<file path="src/rtl/cbu_pkg.sv">
package cbu_pkg;
    parameter int XLEN  = 32;
    parameter int NFLD  = 8;
    parameter int FLDW  = 4;
    parameter int IMMW  = 16;
    parameter int OFFW  = 16;
    localparam int CRW   = NFLD * FLDW;
    localparam int FSELW = $clog2(NFLD);
    localparam int BSELW = $clog2(CRW);

    typedef enum logic [3:0] {
        OP_NONE   = 4'd0,
        OP_CMPS   = 4'd1,
        OP_CMPU   = 4'd2,
        OP_REC    = 4'd3,
        OP_BALW   = 4'd4,
        OP_BBIT   = 4'd5,
        OP_BDNZ   = 4'd6,
        OP_BDZ    = 4'd7,
        OP_BDNZB  = 4'd8,
        OP_BDZB   = 4'd9,
        OP_LDCTR  = 4'd10,
        OP_CLRSO  = 4'd11
    } op_e;

    // field layout: most significant bit of the field is the lowest bit number
    typedef struct packed {
        logic lt;
        logic gt;
        logic eq;
        logic so;
    } crf_t;

    function automatic logic is_branch(input op_e op);
        return (op == OP_BALW) || (op == OP_BBIT) || (op == OP_BDNZ) ||
               (op == OP_BDZ) || (op == OP_BDNZB) || (op == OP_BDZB);
    endfunction

    function automatic logic uses_ctr(input op_e op);
        return (op == OP_BDNZ) || (op == OP_BDZ) || (op == OP_BDNZB) || (op == OP_BDZB);
    endfunction

    function automatic logic [XLEN-1:0] sext_imm(input logic [IMMW-1:0] v);
        return {{(XLEN-IMMW){v[IMMW-1]}}, v};
    endfunction

    function automatic logic [XLEN-1:0] zext_imm(input logic [IMMW-1:0] v);
        return {{(XLEN-IMMW){1'b0}}, v};
    endfunction

    function automatic crf_t order_fld(input logic [XLEN-1:0] a, input logic [XLEN-1:0] b,
                                       input logic sgn, input logic so);
        crf_t r;
        logic less;
        less = sgn ? ($signed(a) < $signed(b)) : (a < b);
        r.eq = (a == b);
        r.lt = less;
        r.gt = !less && (a != b);
        r.so = so;
        return r;
    endfunction
endpackage

</file>
<file path="src/rtl/cbu_compare.sv">
module cbu_compare
    import cbu_pkg::*;
(
    input  op_e             op,
    input  logic            use_imm,
    input  logic [XLEN-1:0] opa,
    input  logic [XLEN-1:0] opb,
    input  logic [IMMW-1:0] imm,
    input  logic            so_in,
    output crf_t            res
);
    logic            sgn;
    logic [XLEN-1:0] rhs;

    always_comb begin
        sgn = (op != OP_CMPU);
        if (op == OP_REC)
            rhs = '0;
        else if (use_imm)
            rhs = (op == OP_CMPS) ? sext_imm(imm) : zext_imm(imm);
        else
            rhs = opb;
        res = order_fld(opa, rhs, sgn, so_in);
    end
endmodule

</file>
<file path="src/rtl/cbu_cr_file.sv">
module cbu_cr_file
    import cbu_pkg::*;
(
    input  logic             clk,
    input  logic             rst,
    input  logic             wr_en,
    input  logic [FSELW-1:0] wr_fsel,
    input  crf_t             wr_val,
    output logic [CRW-1:0]   cr_q
);
    logic [NFLD-1:0] fld_we;

    for (genvar i = 0; i < NFLD; i++) begin : g_fld
        assign fld_we[i] = wr_en && (wr_fsel == FSELW'(i));

        always_ff @(posedge clk) begin
            if (rst)
                cr_q[CRW-1-FLDW*i -: FLDW] <= '0;
            else if (fld_we[i])
                cr_q[CRW-1-FLDW*i -: FLDW] <= wr_val;
        end

        // a written field carries exactly one ordering flag
        a_r2_one_order: assert property (@(posedge clk) disable iff (rst)
            fld_we[i] |=> $countones(cr_q[CRW-1-FLDW*i -: 3]) == 1);

        // fields not selected keep their value
        a_r2_others_hold: assert property (@(posedge clk) disable iff (rst)
            !fld_we[i] |=> $stable(cr_q[CRW-1-FLDW*i -: FLDW]));
    end
endmodule

</file>
<file path="src/rtl/cbu_cond_eval.sv">
module cbu_cond_eval
    import cbu_pkg::*;
(
    input  op_e              op,
    input  logic [CRW-1:0]   cr_q,
    input  logic [BSELW-1:0] bit_sel,
    input  logic             bit_want,
    input  logic [XLEN-1:0]  ctr_q,
    output logic             take,
    output logic [XLEN-1:0]  ctr_dec
);
    logic [BSELW-1:0] bidx;
    logic             bit_ok;
    logic             nz;

    always_comb begin
        bidx    = BSELW'(CRW-1) - bit_sel;
        bit_ok  = (cr_q[bidx] == bit_want);
        ctr_dec = ctr_q - XLEN'(1);
        nz      = (ctr_dec != '0);
        unique case (op)
            OP_BALW:  take = 1'b1;
            OP_BBIT:  take = bit_ok;
            OP_BDNZ:  take = nz;
            OP_BDZ:   take = !nz;
            OP_BDNZB: take = nz && bit_ok;
            OP_BDZB:  take = !nz && bit_ok;
            default:  take = 1'b0;
        endcase
    end
endmodule

</file>
<file path="src/rtl/cond_branch_unit.sv">
module cond_branch_unit
    import cbu_pkg::*;
(
    input  logic        clk,
    input  logic        rst,
    input  logic        op_valid,
    input  logic [3:0]  op_code,
    input  logic [2:0]  fld_sel,
    input  logic [4:0]  bit_sel,
    input  logic        bit_want,
    input  logic        use_imm,
    input  logic [31:0] opa,
    input  logic [31:0] opb,
    input  logic [15:0] imm,
    input  logic        ovf_set,
    input  logic [31:0] pc,
    input  logic [15:0] br_offs,
    output logic        taken,
    output logic [31:0] target,
    output logic [31:0] cr_out,
    output logic [31:0] ctr_out,
    output logic        so_flag
);
    op_e              op;
    logic             so_q;
    logic             so_eff;
    logic [XLEN-1:0]  ctr_q;
    logic [XLEN-1:0]  ctr_dec;
    logic [CRW-1:0]   cr_q;
    crf_t             cmp_res;
    logic             cr_we;
    logic [FSELW-1:0] cr_fsel;
    logic             br_take;
    logic             taken_q;
    logic [XLEN-1:0]  target_q;
    logic             br_op;

    assign op      = op_valid ? op_e'(op_code) : OP_NONE;
    assign so_eff  = so_q | ovf_set;
    assign br_op   = is_branch(op);
    assign cr_we   = (op == OP_CMPS) || (op == OP_CMPU) || (op == OP_REC);
    assign cr_fsel = (op == OP_REC) ? '0 : FSELW'(fld_sel);

    cbu_compare u_cmp (
        .op      (op),
        .use_imm (use_imm),
        .opa     (opa),
        .opb     (opb),
        .imm     (imm),
        .so_in   (so_eff),
        .res     (cmp_res)
    );

    cbu_cr_file u_cr (
        .clk     (clk),
        .rst     (rst),
        .wr_en   (cr_we),
        .wr_fsel (cr_fsel),
        .wr_val  (cmp_res),
        .cr_q    (cr_q)
    );

    cbu_cond_eval u_eval (
        .op       (op),
        .cr_q     (cr_q),
        .bit_sel  (BSELW'(bit_sel)),
        .bit_want (bit_want),
        .ctr_q    (ctr_q),
        .take     (br_take),
        .ctr_dec  (ctr_dec)
    );

    always_ff @(posedge clk) begin
        if (rst) begin
            ctr_q    <= '0;
            so_q     <= 1'b0;
            taken_q  <= 1'b0;
            target_q <= '0;
        end else begin
            if (uses_ctr(op))
                ctr_q <= ctr_dec;
            else if (op == OP_LDCTR)
                ctr_q <= opa;
            so_q    <= ((op == OP_CLRSO) ? 1'b0 : so_q) | ovf_set;
            taken_q <= br_op && br_take;
            if (br_op)
                target_q <= pc + {{(XLEN-OFFW){br_offs[OFFW-1]}}, br_offs};
        end
    end

    assign taken   = taken_q;
    assign target  = target_q;
    assign cr_out  = cr_q;
    assign ctr_out = ctr_q;
    assign so_flag = so_q;

    // count branches step the count down by one
    a_r8_ctr_step: assert property (@(posedge clk) disable iff (rst)
        uses_ctr(op) |=> ctr_out == $past(ctr_out) - 32'd1);

    // branches leave the condition register alone
    a_r10_cr_hold: assert property (@(posedge clk) disable iff (rst)
        br_op |=> $stable(cr_out));

    // overflow always leaves the sticky flag set
    a_r6_so_sticky: assert property (@(posedge clk) disable iff (rst)
        ovf_set |=> so_flag);

    // taken only follows a branch operation
    a_r12_taken_src: assert property (@(posedge clk) disable iff (rst)
        !br_op |=> !taken);

    // an idle cycle without overflow changes nothing
    a_r13_idle: assert property (@(posedge clk) disable iff (rst)
        (!op_valid && !ovf_set) |=> ($stable(ctr_out) && $stable(so_flag) && $stable(cr_out)));
endmodule

</file>
<file path="config.mk">
export PLATFORM = sky130hd
export DESIGN_NAME = cond_branch_unit
export DESIGN_NICKNAME = d
export VERILOG_FILES = /design/src/rtl/cbu_pkg.sv /design/src/rtl/cbu_compare.sv /design/src/rtl/cbu_cr_file.sv /design/src/rtl/cbu_cond_eval.sv /design/src/rtl/cond_branch_unit.sv
export SDC_FILE = /design/constraint.sdc
export NUM_CORES = 1
export LEC_CHECK = 0
export ABC_AREA = 1
export BUFFER_PORTS_ARGS = -buffer_cell sky130_fd_sc_hd__buf_2
export CAP_MARGIN = 20
export CORE_MARGIN = 10
export CORE_UTILIZATION = 45
export CTS_CLUSTER_SIZE = 20
export DETAILED_ROUTE_END_ITERATION = 10
export GPL_TIMING_DRIVEN = 0
export PLACE_DENSITY = 0.68
export SETUP_SLACK_MARGIN = 0.5
export SLEW_MARGIN = 0
export SYNTH_ARGS = -nofsm -noshare
export SYNTH_HDL_FRONTEND = slang
export SYNTH_HIERARCHICAL = 1
export SYNTH_SLANG_ARGS = --single-unit
</file>
<file path="constraint.sdc">
create_clock -name clk -period 3.9 [get_ports clk]
set_input_delay 0.585 -clock clk [delete_from_list [all_inputs] [get_ports clk]]
set_output_delay 0.585 -clock clk [all_outputs]
set_load 0.02 [all_outputs]
</file>
==> results of run 1 <==
## critical path, delay by kind of cell
kind | cells | cell delay, ns
AND/OR/NAND/NOR | 16 | 1.57
buffers and inverters | 6 | 0.79
adder cells (fa/ha/maj) | 1 | 0.24
AO/OA/AOI/OAI | 1 | 0.18
## metal layers
| metal | part of all wire [%] | wire length [µm] | global-route usage, % |
|---|---|---|---|
| met4 | 2.9 | 921 | 8.615 |
| met1 | 43 | 13930 | 30.00 |
| met3 | 7.6 | 2431 | 3.336 |
| met5 | 0 | 0 | 0 |
| met2 | 46 | 14880 | 38.43 |
## final cells by class
class | instances | area, µm² | area share, %
diodes | 1 | 2.502 | 0.02213
plain buffers | 44 | 237.7 | 2.103
clock buffers | 10 | 239.0 | 2.114
clock inverters | 6 | 56.30 | 0.4980
inverters | 269 | 1013 | 8.964
multi-input cells | 1198 | 6216 | 54.98
flip-flops and latches | 98 | 1962 | 17.35
well taps | 270 | 337.8 | 2.988
repair buffers | 246 | 1241 | 10.98
## registers in the layout (all words and copies together), names as in the netlist
register,flops
u_cr/cr_q,32
ctr_out,32
target,32
taken,1
so_flag,1
## worst max path at each step
stage	from	endpoint	slack, ns	cells after the start
after global placement	op_code[3]	u_cr/cr_q[18]$_SDFFE_PP0P_	0.24	20
after detailed placement	op_code[3]	u_cr/cr_q[18]$_SDFFE_PP0P_	0.18	20
after global routing	op_code[3]	u_cr/cr_q[15]$_SDFFE_PP0P_	0.49	23
final	op_code[3]	u_cr/cr_q[18]$_SDFFE_PP0P_	0.80	24
after floorplan	op_code[3]	u_cr/cr_q[14]$_SDFFE_PP0P_	1.05	19
after CTS	op_code[3]	u_cr/cr_q[18]$_SDFFE_PP0P_	0.57	20
## report_power, final
part	internal (W)	total, W	switching, W
Combinational	0.000481	0.00136	0.000876
Clock	0.000466	0.000916	0.000450
Sequential	0.00106	0.00112	0.0000664
## logic make-up (layout without fill, tap and decap cells)
logic type / count (synthesis) / count (layout) / synth area share (%)
adder cells (fa/ha/maj): 66 / 66 / 8.860
XOR/XNOR: 19 / 19 / 1.769
AND/OR/NAND/NOR: 913 / 913 / 41.27
flip-flops: 98 / 98 / 20.86
AO/OA/AOI/OAI: 184 / 184 / 12.09
other: 0 / 1 / 0
buffers and inverters: 313 / 575 / 13.24
multiplexers: 16 / 16 / 1.916
## through the flow
stage / setup slack (ns) / hold slack (ns)
after floorplan: 1.051 / 0.5610
after global placement: 0.2380 / 0.4619
after detailed placement: 0.1843 / 0.4875
after CTS: 0.5739 / 0.5019
after global routing: 0.4886 / 0.5317
final: 0.8023 / 0.4925
## repair_timing
| action | 4_1_cts | 5_1_grt |
|---|---|---|
| gates resized for setup | 0 | 6 |
| endpoints found under the setup margin | 0 | 24 |
| hold endpoints to repair | 0 | 0 |
| setup buffers | 0 | 4 |
| hold buffers | 0 | 0 |
## synthesized netlist by cell type (2+ instances only)
library cell and instances:
nand2_4 3, inv_2 38, o21a_1 3, ha_1 65
nand3_1 167, buf_4 12, o21bai_1 25, o21ai_1 44
inv_1 230, o21ai_0 25, clkbuf_1 15, a21oi_1 38
nor2_2 16, nand2_2 17, nand2_1 469, mux2_2 15
nor3_1 4, a21o_1 2, nor3_2 2, a21oi_2 4
buf_1 2, o211ai_1 34, buf_2 14, nor2_1 209
nor2_4 8, nand3b_1 3, xor2_1 11, xnor2_1 8
o221ai_1 7, nand4_1 12, dfxtp_1 98
==> key figures, run 1 <==
Status
  • Status: finished clean

Route
  • DRT antenna net count: 0
  • DR vias/cell: 5.041
  • Initial DRC Count: 953
  • Final wirelength: 32.17 mm
  • Pre-Repair DR Iteration Count: 5
  • Via count: 10797
  • DRC Markers: 0
  • Routed len/inst: 15.02 µm

Flow run
  • # Max-Cap Violations: 0

Hold path
  • Cell depth of the worst hold path: 2
  • Worst hold start: target[1]$_SDFFE_PP0P_
  • Worst hold path type: reg -> reg
  • Hold Path Sink: target[1]$_SDFFE_PP0P_

Global routing
  • Total track usage: 23.23%
  • Largest net degree at the start of global routing: 19
  • Vias in the first global route: 10132
  • GR Overflow Total: 0
  • First-pass GRT wire length: 51.07 mm
  • Initial antenna violation count: 1

Placed design
  • Hpwl dp: 27.06 mm
  • # port buffers: 242
  • Placed cell area: 10950 µm²
  • Dpl cells: 2121
  • RePlAce Congestion: 0.9459

Clock network
  • CTS H-tree depth: 3
  • CTS max path bufs: 2
  • Clk_lat worst skew: 0.36 ns
  • CTS tree: done
  • # clock sinks: 98
  • Inserted Clock Buffers: 9
  • Clock tree root buffer cell: clkbuf_16
  • Clk slew on worst S/H paths: 0.08 ns

Worst setup path
  • Worst EP required: 4.16 ns
  • Crit-path max cell delay: 0.27 ns
  • R2R setup slack: 1.43 ns
  • Crit path cell chain: buf_2 > nand2_1 > inv_1 > nor2_2 > inv_2 > nor3_4 > inv_2 > clkbuf_4 > nand2_1 > ha_1 > a21oi_2 > nor2_1 > nor2_1 > nand2_1 > nand2_1 > nand2_1 > nand2_1 > nand3_1 > nand2_2 > nor2_2 > inv_2 > nand3_1 > nand2_1 > nor2_1
  • CP max FO: 10
  • Slowest CP cell: nor3_4
  • Reg2reg path depth: 18
  • Crit path capture type: register
  • Crit path launch type: primary input
  • Setup CP Type: in -> reg
  • Reg2Reg Capture Point: taken$_SDFF_PP0_
  • WP data arrival: 3.36 ns
  • Crit path top cell by count: nand2_1
  • Reg2reg start: ctr_out[0]$_SDFFE_PP0P_

Synthesis
  • Cell count after synthesis: 1609
  • Flops & latches, synth: 98
  • Top-area cell type share of the netlist area: 20.86%
  • Yosys top cell by area: dfxtp_1
  • Post-synthesis async set-or-reset flop share: 0%
  • Top_reg_cell synth: dfxtp_1
  • Post-synthesis cell area: 9405 µm²
  • Synth warn: 6
  • Average size of a mapped cell: 5.845 µm²
  • Count of different cell masters after synthesis: 40
  • Synthesized Nets: 1821
  • Post-synth EDFFs: 0
  • Seq/Total Area, Yosys: 20.86%
  • Largest cells by area after synthesis: dfxtp_1 (21%), nand2_1 (19%), inv_1 (9.2%), nand3_1 (8.9%), ha_1 (8.6%)

Final layout
  • Most common cell after layout, fill and taps aside: nand2_1
  • Nets@finish: 2078
  • Fraction of layout cells with a size suffix above 1: 21.33%
  • Most frequent cells in the layout: nand2_1 (469), buf_2 (255), inv_1 (228), nor2_1 (209), nand3_1 (167)
  • Finished Cell Area: 11310 µm²
  • Synth-to-layout area growth: 20.21%
  • Final Util: 55.34%
  • Fillers: 2238
  • Layout Cells excl Fill: 2142

Power and ir drop
  • Final Power: 0.003398 W
  • LEAKAGE: 6.570 nW
  • Peak supply drop: 211.4 µV
  • Power Density: 300.5 nW/µm²

Die
  • Starting density of the core: 46.04%
  • Die area: 27080 µm²
  • Die width: 164.6 µm
  • FP Rows: 52
  • Boundary Pins: 244
  • Core area: 20430 µm²
  • DIE HEIGHT: 164.6 µm

Timing
  • Clk_skew: 0.005817 ns
  • Final Setup Violations: 0
  • Tcrit/Tclk final: 79.43%
  • Final setup TNS: 0 ns
  • Max Freq: 322.8 MHz
  • Relative slew slack: 55.02%
  • Hold Vio Cnt, Final: 0
  • RSZ-0062 raised after global routing: false
  • Final Max Slew Viols: 0
  • Tightest Pin Transition: 0.6748 ns
  • Period minus WS final: 3.098 ns
Power figures use the tool's default switching activity.
==> inputs of run 2 (changes only) <==
==> constraint.sdc (replaced) <==
create_clock -name clk -period 2.86 [get_ports clk]
set_input_delay 0.429 -clock clk [delete_from_list [all_inputs] [get_ports clk]]
set_output_delay 0.429 -clock clk [all_outputs]
set_load 0.02 [all_outputs]
==> key figures, run 2 (synthesized netlist as in run 1, its figures left out) <==
Status
  • Status: finished clean

Power and ir drop
  • Final Power: 0.004772 W
  • LEAKAGE: 6.777 nW
  • Power Density: 397.3 nW/µm²
  • Peak supply drop: 230.9 µV

Route
  • Initial DRC Count: 855
  • DRT antenna net count: 0
  • DRC Markers: 0
  • Routed len/inst: 15.26 µm
  • Final wirelength: 33.02 mm
  • Via count: 10910
  • DR vias/cell: 5.042
  • Pre-Repair DR Iteration Count: 6

Final layout
  • Synth-to-layout area growth: 27.68%
  • Fraction of layout cells with a size suffix above 1: 26.71%
  • Most common cell after layout, fill and taps aside: nand2_1
  • Nets@finish: 2098
  • Most frequent cells in the layout: nand2_1 (452), buf_2 (250), inv_1 (217), nor2_1 (194), nand3_1 (155)
  • Layout Cells excl Fill: 2164

Global routing
  • Initial antenna violation count: 3
  • Vias in the first global route: 10205
  • First-pass GRT wire length: 51.91 mm
  • GR Overflow Total: 0
  • Largest net degree at the start of global routing: 19
  • Total track usage: 23.52%

Clock network
  • Inserted Clock Buffers: 9
  • # clock sinks: 98
  • CTS tree: done
  • Clk_lat worst skew: 0.36 ns
  • CTS H-tree depth: 3
  • Post-CTS Hold Buffers: 0
  • CTS max path bufs: 2
  • Clk slew on worst S/H paths: 0.08 ns
  • Clock tree root buffer cell: clkbuf_16

Timing
  • Relative slew slack: 55.78%
  • Max Freq: 373.1 MHz
  • Final Max Slew Viols: 0
  • RSZ-0062 raised after global routing: true
  • Period minus WS final: 2.680 ns
  • Clk_skew: 0.01159 ns
  • Hold Vio Cnt, Final: 0
  • Final Setup Violations: 0
  • Tcrit/Tclk final: 93.72%
  • Final WS setup: 0.1796 ns
  • Tightest Pin Transition: 0.6609 ns

Worst setup path
  • WP data arrival: 2.98 ns
  • Setup CP Type: in -> reg
  • Crit path capture type: register
  • Worst EP required: 3.16 ns
  • CP max FO: 8
  • Crit path launch type: primary input

Die
  • Boundary Pins: 244
  • Die width: 164.6 µm
  • Core area: 20430 µm²
  • DIE HEIGHT: 164.6 µm
  • FP Rows: 52
  • Starting density of the core: 46.04%
  • Die area: 27080 µm²

Placed design
  • RePlAce Congestion: 0.9454
  • Hpwl dp: 27.11 mm
  • Pre-CTS setup slack: -0.3732 ns
  • Dpl cells: 2121
  • # port buffers: 242

Hold path
  • Worst hold path type: in -> reg

Flow run
  • # Max-Cap Violations: 0
run 2: changes by cell type in the layout (fill, tap and decap cells not counted), moves of 10 or more:
cell | previous run | this run
dfxtp_1 | 98 | 87
nand3_2 | 0 | 12
nand2_1 | 469 | 452
nor2_4 | 8 | 18
buf_4 | 16 | 30
nand3_1 | 167 | 155
nor2_1 | 209 | 194
inv_1 | 228 | 217
run 2: what timing repair did:
item / CTS / global route
gates cloned: 2 / 1
hold endpoints to repair: 0 / 0
setup buffers: 13 / 8
setup endpoints to repair: 25 / 25
pin swaps: 14 / 21
gates resized for setup: 45 / 56
run 2: per-layer routing:
layer  part of all wire [%]  vias to the layer above  global-route usage [%]
li1                       -                     5652                       -
met3                    6.4                       42                   3.411
met5                      0                        -                       0
met2                     48                      311                   39.62
met4                    2.4                        0                   8.132
met1                     43                     4905                   30.00
run 2: worst paths after layout:
path | cells past startpoint | slack, ns | from | to
setup / recovery | 23 | 0.18 | op_valid | u_cr/cr_q[18]$_SDFFE_PP0P_
hold / removal | 4 | 0.39 | rst | u_cr/cr_q[3]$_SDFFE_PP0P_
hold reg to reg | 2 | 0.49 | target[1]$_SDFFE_PP0P_ | target[1]$_SDFFE_PP0P_
setup reg to reg | 18 | 0.66 | ctr_out[1]$_SDFFE_PP0P_ | taken$_SDFF_PP0_
run 2: through the flow:
stage          util, %  hold slack, ns  TNS [ns]  cell area, µm²
4_1_cts          57.58          0.3704         0           11760
5_1_grt          58.77          0.4076         0           12010
2_1_floorplan        -          0.5610         0            9634
3_5_place_dp     54.74          0.4723    -7.132           11180
3_3_place_gp     54.74          0.4591    -6.337           11180
6_report         58.78          0.3886         0           12010
run 2: area by class of cell:
cell class	instances	area (µm²)
fillers	2135	8421
multi-input cells	1199	6638
flip-flops and latches	98	1981
repair buffers	265	1458
inverters	269	1037
well taps	270	337.8
plain buffers	44	251.5
clock buffers	10	239.0
clock inverters	6	60.06
diodes	3	7.507
run 2: critical path, stage by stage:
cell and delay (ns):
buf_12 0.12, nand2_8 0.06, inv_4 0.04, nor2_4 0.12, inv_2 0.06, nor3_4 0.21, buf_6 0.14, a21oi_4 0.05
buf_6 0.15, o21ai_2 0.09, ha_1 0.30, a21oi_2 0.17, o21a_1 0.14, nand2_1 0.06, a21oi_2 0.16, nand2_1 0.08
nand2_2 0.08, nand2_4 0.07, nor2_4 0.12, inv_6 0.08, nand3_2 0.06, nand2_1 0.06, nor2_1 0.12
run 2: power by group:
| part | leakage, nW | switching [W] | internal (W) | total [W] |
|---|---|---|---|---|
| registers | 0.806 | 0.0000958 | 0.00145 | 0.00154 |
| clock network | 0.147 | 0.000593 | 0.000635 | 0.00123 |
| logic | 5.82 | 0.00127 | 0.000736 | 0.00200 |
| total | 6.78 | 0.00196 | 0.00282 | 0.00477 |
==> inputs of run 3 (changes only) <==
--- a/config.mk
+++ b/config.mk
@@ -13,10 +13,9 @@
 export CTS_CLUSTER_SIZE = 20
 export DETAILED_ROUTE_END_ITERATION = 10
 export GPL_TIMING_DRIVEN = 0
-export PLACE_DENSITY = 0.68
+export PLACE_DENSITY = 0.69
 export SETUP_SLACK_MARGIN = 0.5
 export SLEW_MARGIN = 0
 export SYNTH_ARGS = -nofsm -noshare
 export SYNTH_HDL_FRONTEND = slang
-export SYNTH_HIERARCHICAL = 1
 export SYNTH_SLANG_ARGS = --single-unit
==> key figures, run 3 <==
Final layout
  • Most common cell after layout, fill and taps aside: buf_2
  • Final Util: 59.32%
  • Nets@finish: 1737
  • Most frequent cells in the layout: buf_2 (246), nand2_1 (220), nor2_1 (186), inv_1 (131), a21oi_1 (115)
  • Fraction of layout cells with a size suffix above 1: 24.71%
  • Synth-to-layout area growth: 27.98%

Flow run
  • # Max-Cap Violations: 0

Worst setup path
  • Crit path launch type: primary input
  • Reg2Reg Capture Point: taken$_SDFF_PP0_
  • Reg2reg path depth: 15
  • Reg2reg start: ctr_out[1]$_SDFFE_PP0P_
  • Worst EP required: 3.11 ns
  • Crit path capture type: register
  • Setup CP Type: in -> reg
  • WP data arrival: 2.90 ns
  • R2R setup slack: 0.71 ns
  • CP max FO: 8

Synthesis
  • Cell count after synthesis: 1257
  • Synthesized Nets: 1469
  • Seq/Total Area, Yosys: 24.30%
  • Yosys top cell by area: dfxtp_1
  • Most frequent cell after synthesis: nand2_1
  • Average size of a mapped cell: 6.422 µm²
  • Synth cell count leaders: nand2_1 (230), nor2_1 (191), inv_1 (134), a21oi_1 (123), o21ai_0 (118)
  • Post-synthesis async set-or-reset flop share: 0%
  • Top-area cell type share of the netlist area: 24.30%
  • Largest cells by area after synthesis: dfxtp_1 (24%), nand2_1 (11%), ha_1 (10%), nor2_1 (8.9%), a21oi_1 (7.6%)
  • Post-synthesis cell area: 8073 µm²
  • Flops & latches, synth: 98
  • Synth warn: 0
  • Count of different cell masters after synthesis: 48
  • Top_reg_cell synth: dfxtp_1
  • Post-synth EDFFs: 0

Global routing
  • Largest net degree at the start of global routing: 21
  • GR Overflow Total: 0
  • Total track usage: 26.34%
  • First-pass GRT wire length: 51.13 mm
  • Vias in the first global route: 9478
  • Initial antenna violation count: 1

Clock network
  • Post-CTS Hold Buffers: 0
  • CTS tree: done
  • Inserted Clock Buffers: 9
  • Clk slew on worst S/H paths: 0.08 ns
  • # clock sinks: 98
  • Clk_lat worst skew: 0.37 ns
  • CTS H-tree depth: 3
  • CTS max path bufs: 2
  • Clock tree root buffer cell: clkbuf_16

Route
  • DR vias/cell: 5.501
  • DRT antenna net count: 0
  • DRC Markers: 0
  • Initial DRC Count: 729
  • Final wirelength: 32.42 mm
  • Via count: 9660
  • Routed len/inst: 18.46 µm
  • Pre-Repair DR Iteration Count: 6

Status
  • Status: finished clean

Hold path
  • Worst hold path type: in -> reg
  • Hold Path Sink: ctr_out[12]$_SDFFE_PP0P_
  • Cell depth of the worst hold path: 3
  • Worst hold start: opa[12]

Die
  • Die width: 153.9 µm
  • DIE HEIGHT: 153.9 µm
  • Die area: 23700 µm²
  • Boundary Pins: 244
  • Starting density of the core: 46.35%
  • FP Rows: 48
  • Core area: 17420 µm²

Timing
  • Period minus WS final: 2.652 ns
  • Relative slew slack: 35.36%
  • Final WS setup: 0.2082 ns
  • Tightest Pin Transition: 0.9661 ns
  • Final Setup Violations: 0
  • Tcrit/Tclk final: 92.72%
  • Max Freq: 377.1 MHz
  • RSZ-0062 raised after global routing: true
  • Final Max Slew Viols: 0
  • Clk_skew: 0.01493 ns
  • Hold Vio Cnt, Final: 0

Power and ir drop
  • Peak supply drop: 352.1 µV
  • LEAKAGE: 5.326 nW
  • Power Density: 451.5 nW/µm²

Placed design
  • Pre-CTS setup slack: -0.7760 ns
  • Hpwl dp: 26.32 mm
  • RePlAce Congestion: 0.9956
  • # port buffers: 241
[run 3: kinds of logic (layout without fill, tap and decap cells)]
group                      count (synthesis)  count (layout)  share of synthesized area, %
and+or+nand+nor                          550             551                         29.26
adders and majority gates                 66              66                         10.32
muxes                                     16              16                         2.216
xor gates and xnor gates                  28              28                         3.131
other                                      0               1                             0
buffers and inverters                    175             447                         8.276
DFF                                       98              98                         24.30
AOI/OAI and AO/OA                        324             324                         22.49
[run 3: worst max-delay path, stage by stage]
cell and delay (ns):
buf_12 0.12, nand2_8 0.05, inv_4 0.03, nor2_4 0.12, nand4_1 0.14, a21oi_4 0.21
clkbuf_8 0.19, o21ai_4 0.06, ha_4 0.30, nand2_2 0.07, nor2_2 0.13, nand4_1 0.17
nor4_2 0.25, nand2_2 0.14, nand2_4 0.13, nand2_8 0.07, nand3_4 0.19, a21oi_1 0.09
[run 3: repair_timing]
item	in CTS	in global routing
resized for setup	40	19
setup endpoints to repair	25	29
pin swaps	8	2
setup buffers	10	4
cloned	2	0
[run 3: through the flow]
stage	hold slack [ns]	cell area (µm²)	total power (W)	instances	setup TNS [ns]
2_1_floorplan	0.5613	8159	0.002715	1257	0
3_3_place_gp	0.4875	9647	0.003266	1723	-14.12
3_5_place_dp	0.4783	9647	0.003277	1723	-13.88
4_1_cts	0.3381	10220	0.004617	1751	0
5_1_grt	0.3530	10330	0.004959	1756	0
6_report	0.3464	10330	0.004664	1756	0
[run 3: final cells by class]
type,count,area (µm²)
Clock buffer,9,225.2
Inverter,138,520.5
Fill cell,1741,7086
Timing Repair Buffer,256,1381
Antenna cell,1,2.502
Buffer,37,207.7
Clock inverter,7,81.33
Tap cell,225,281.5
Multi-Input combinational cell,985,5668
Sequential cell,98,1963
[run 3: how the worst max path moves through the flow]
stage	slack, ns	startpoint	to	depth (start not counted)
final	0.21	op_valid	u_cr.cr_q[18]$_SDFFE_PP0P_	18
after global routing	0.04	op_valid	u_cr.cr_q[10]$_SDFFE_PP0P_	18
after CTS	0.26	op_code[3]	u_cr.cr_q[18]$_SDFFE_PP0P_	18
after detailed placement	-0.78	op_valid	u_cr.cr_q[10]$_SDFFE_PP0P_	14
after global placement	-0.79	op_valid	u_cr.cr_q[10]$_SDFFE_PP0P_	14
after floorplan	0.25	op_code[3]	u_cr.cr_q[10]$_SDFFE_PP0P_	17
[run 3: power breakdown]
part           switching, W  total [W]  internal (W)
Combinational       0.00119    0.00186      0.000677
Sequential        0.0000785    0.00152       0.00144
Clock              0.000656    0.00128      0.000627
[run 3: per-layer routing]
layer,track usage [%],part of all wire (%),wire (µm)
met5,0,0,0
met4,10.17,3.3,1079
met3,5.384,7.9,2564
met2,44.76,48,15480
met1,31.76,41,13290
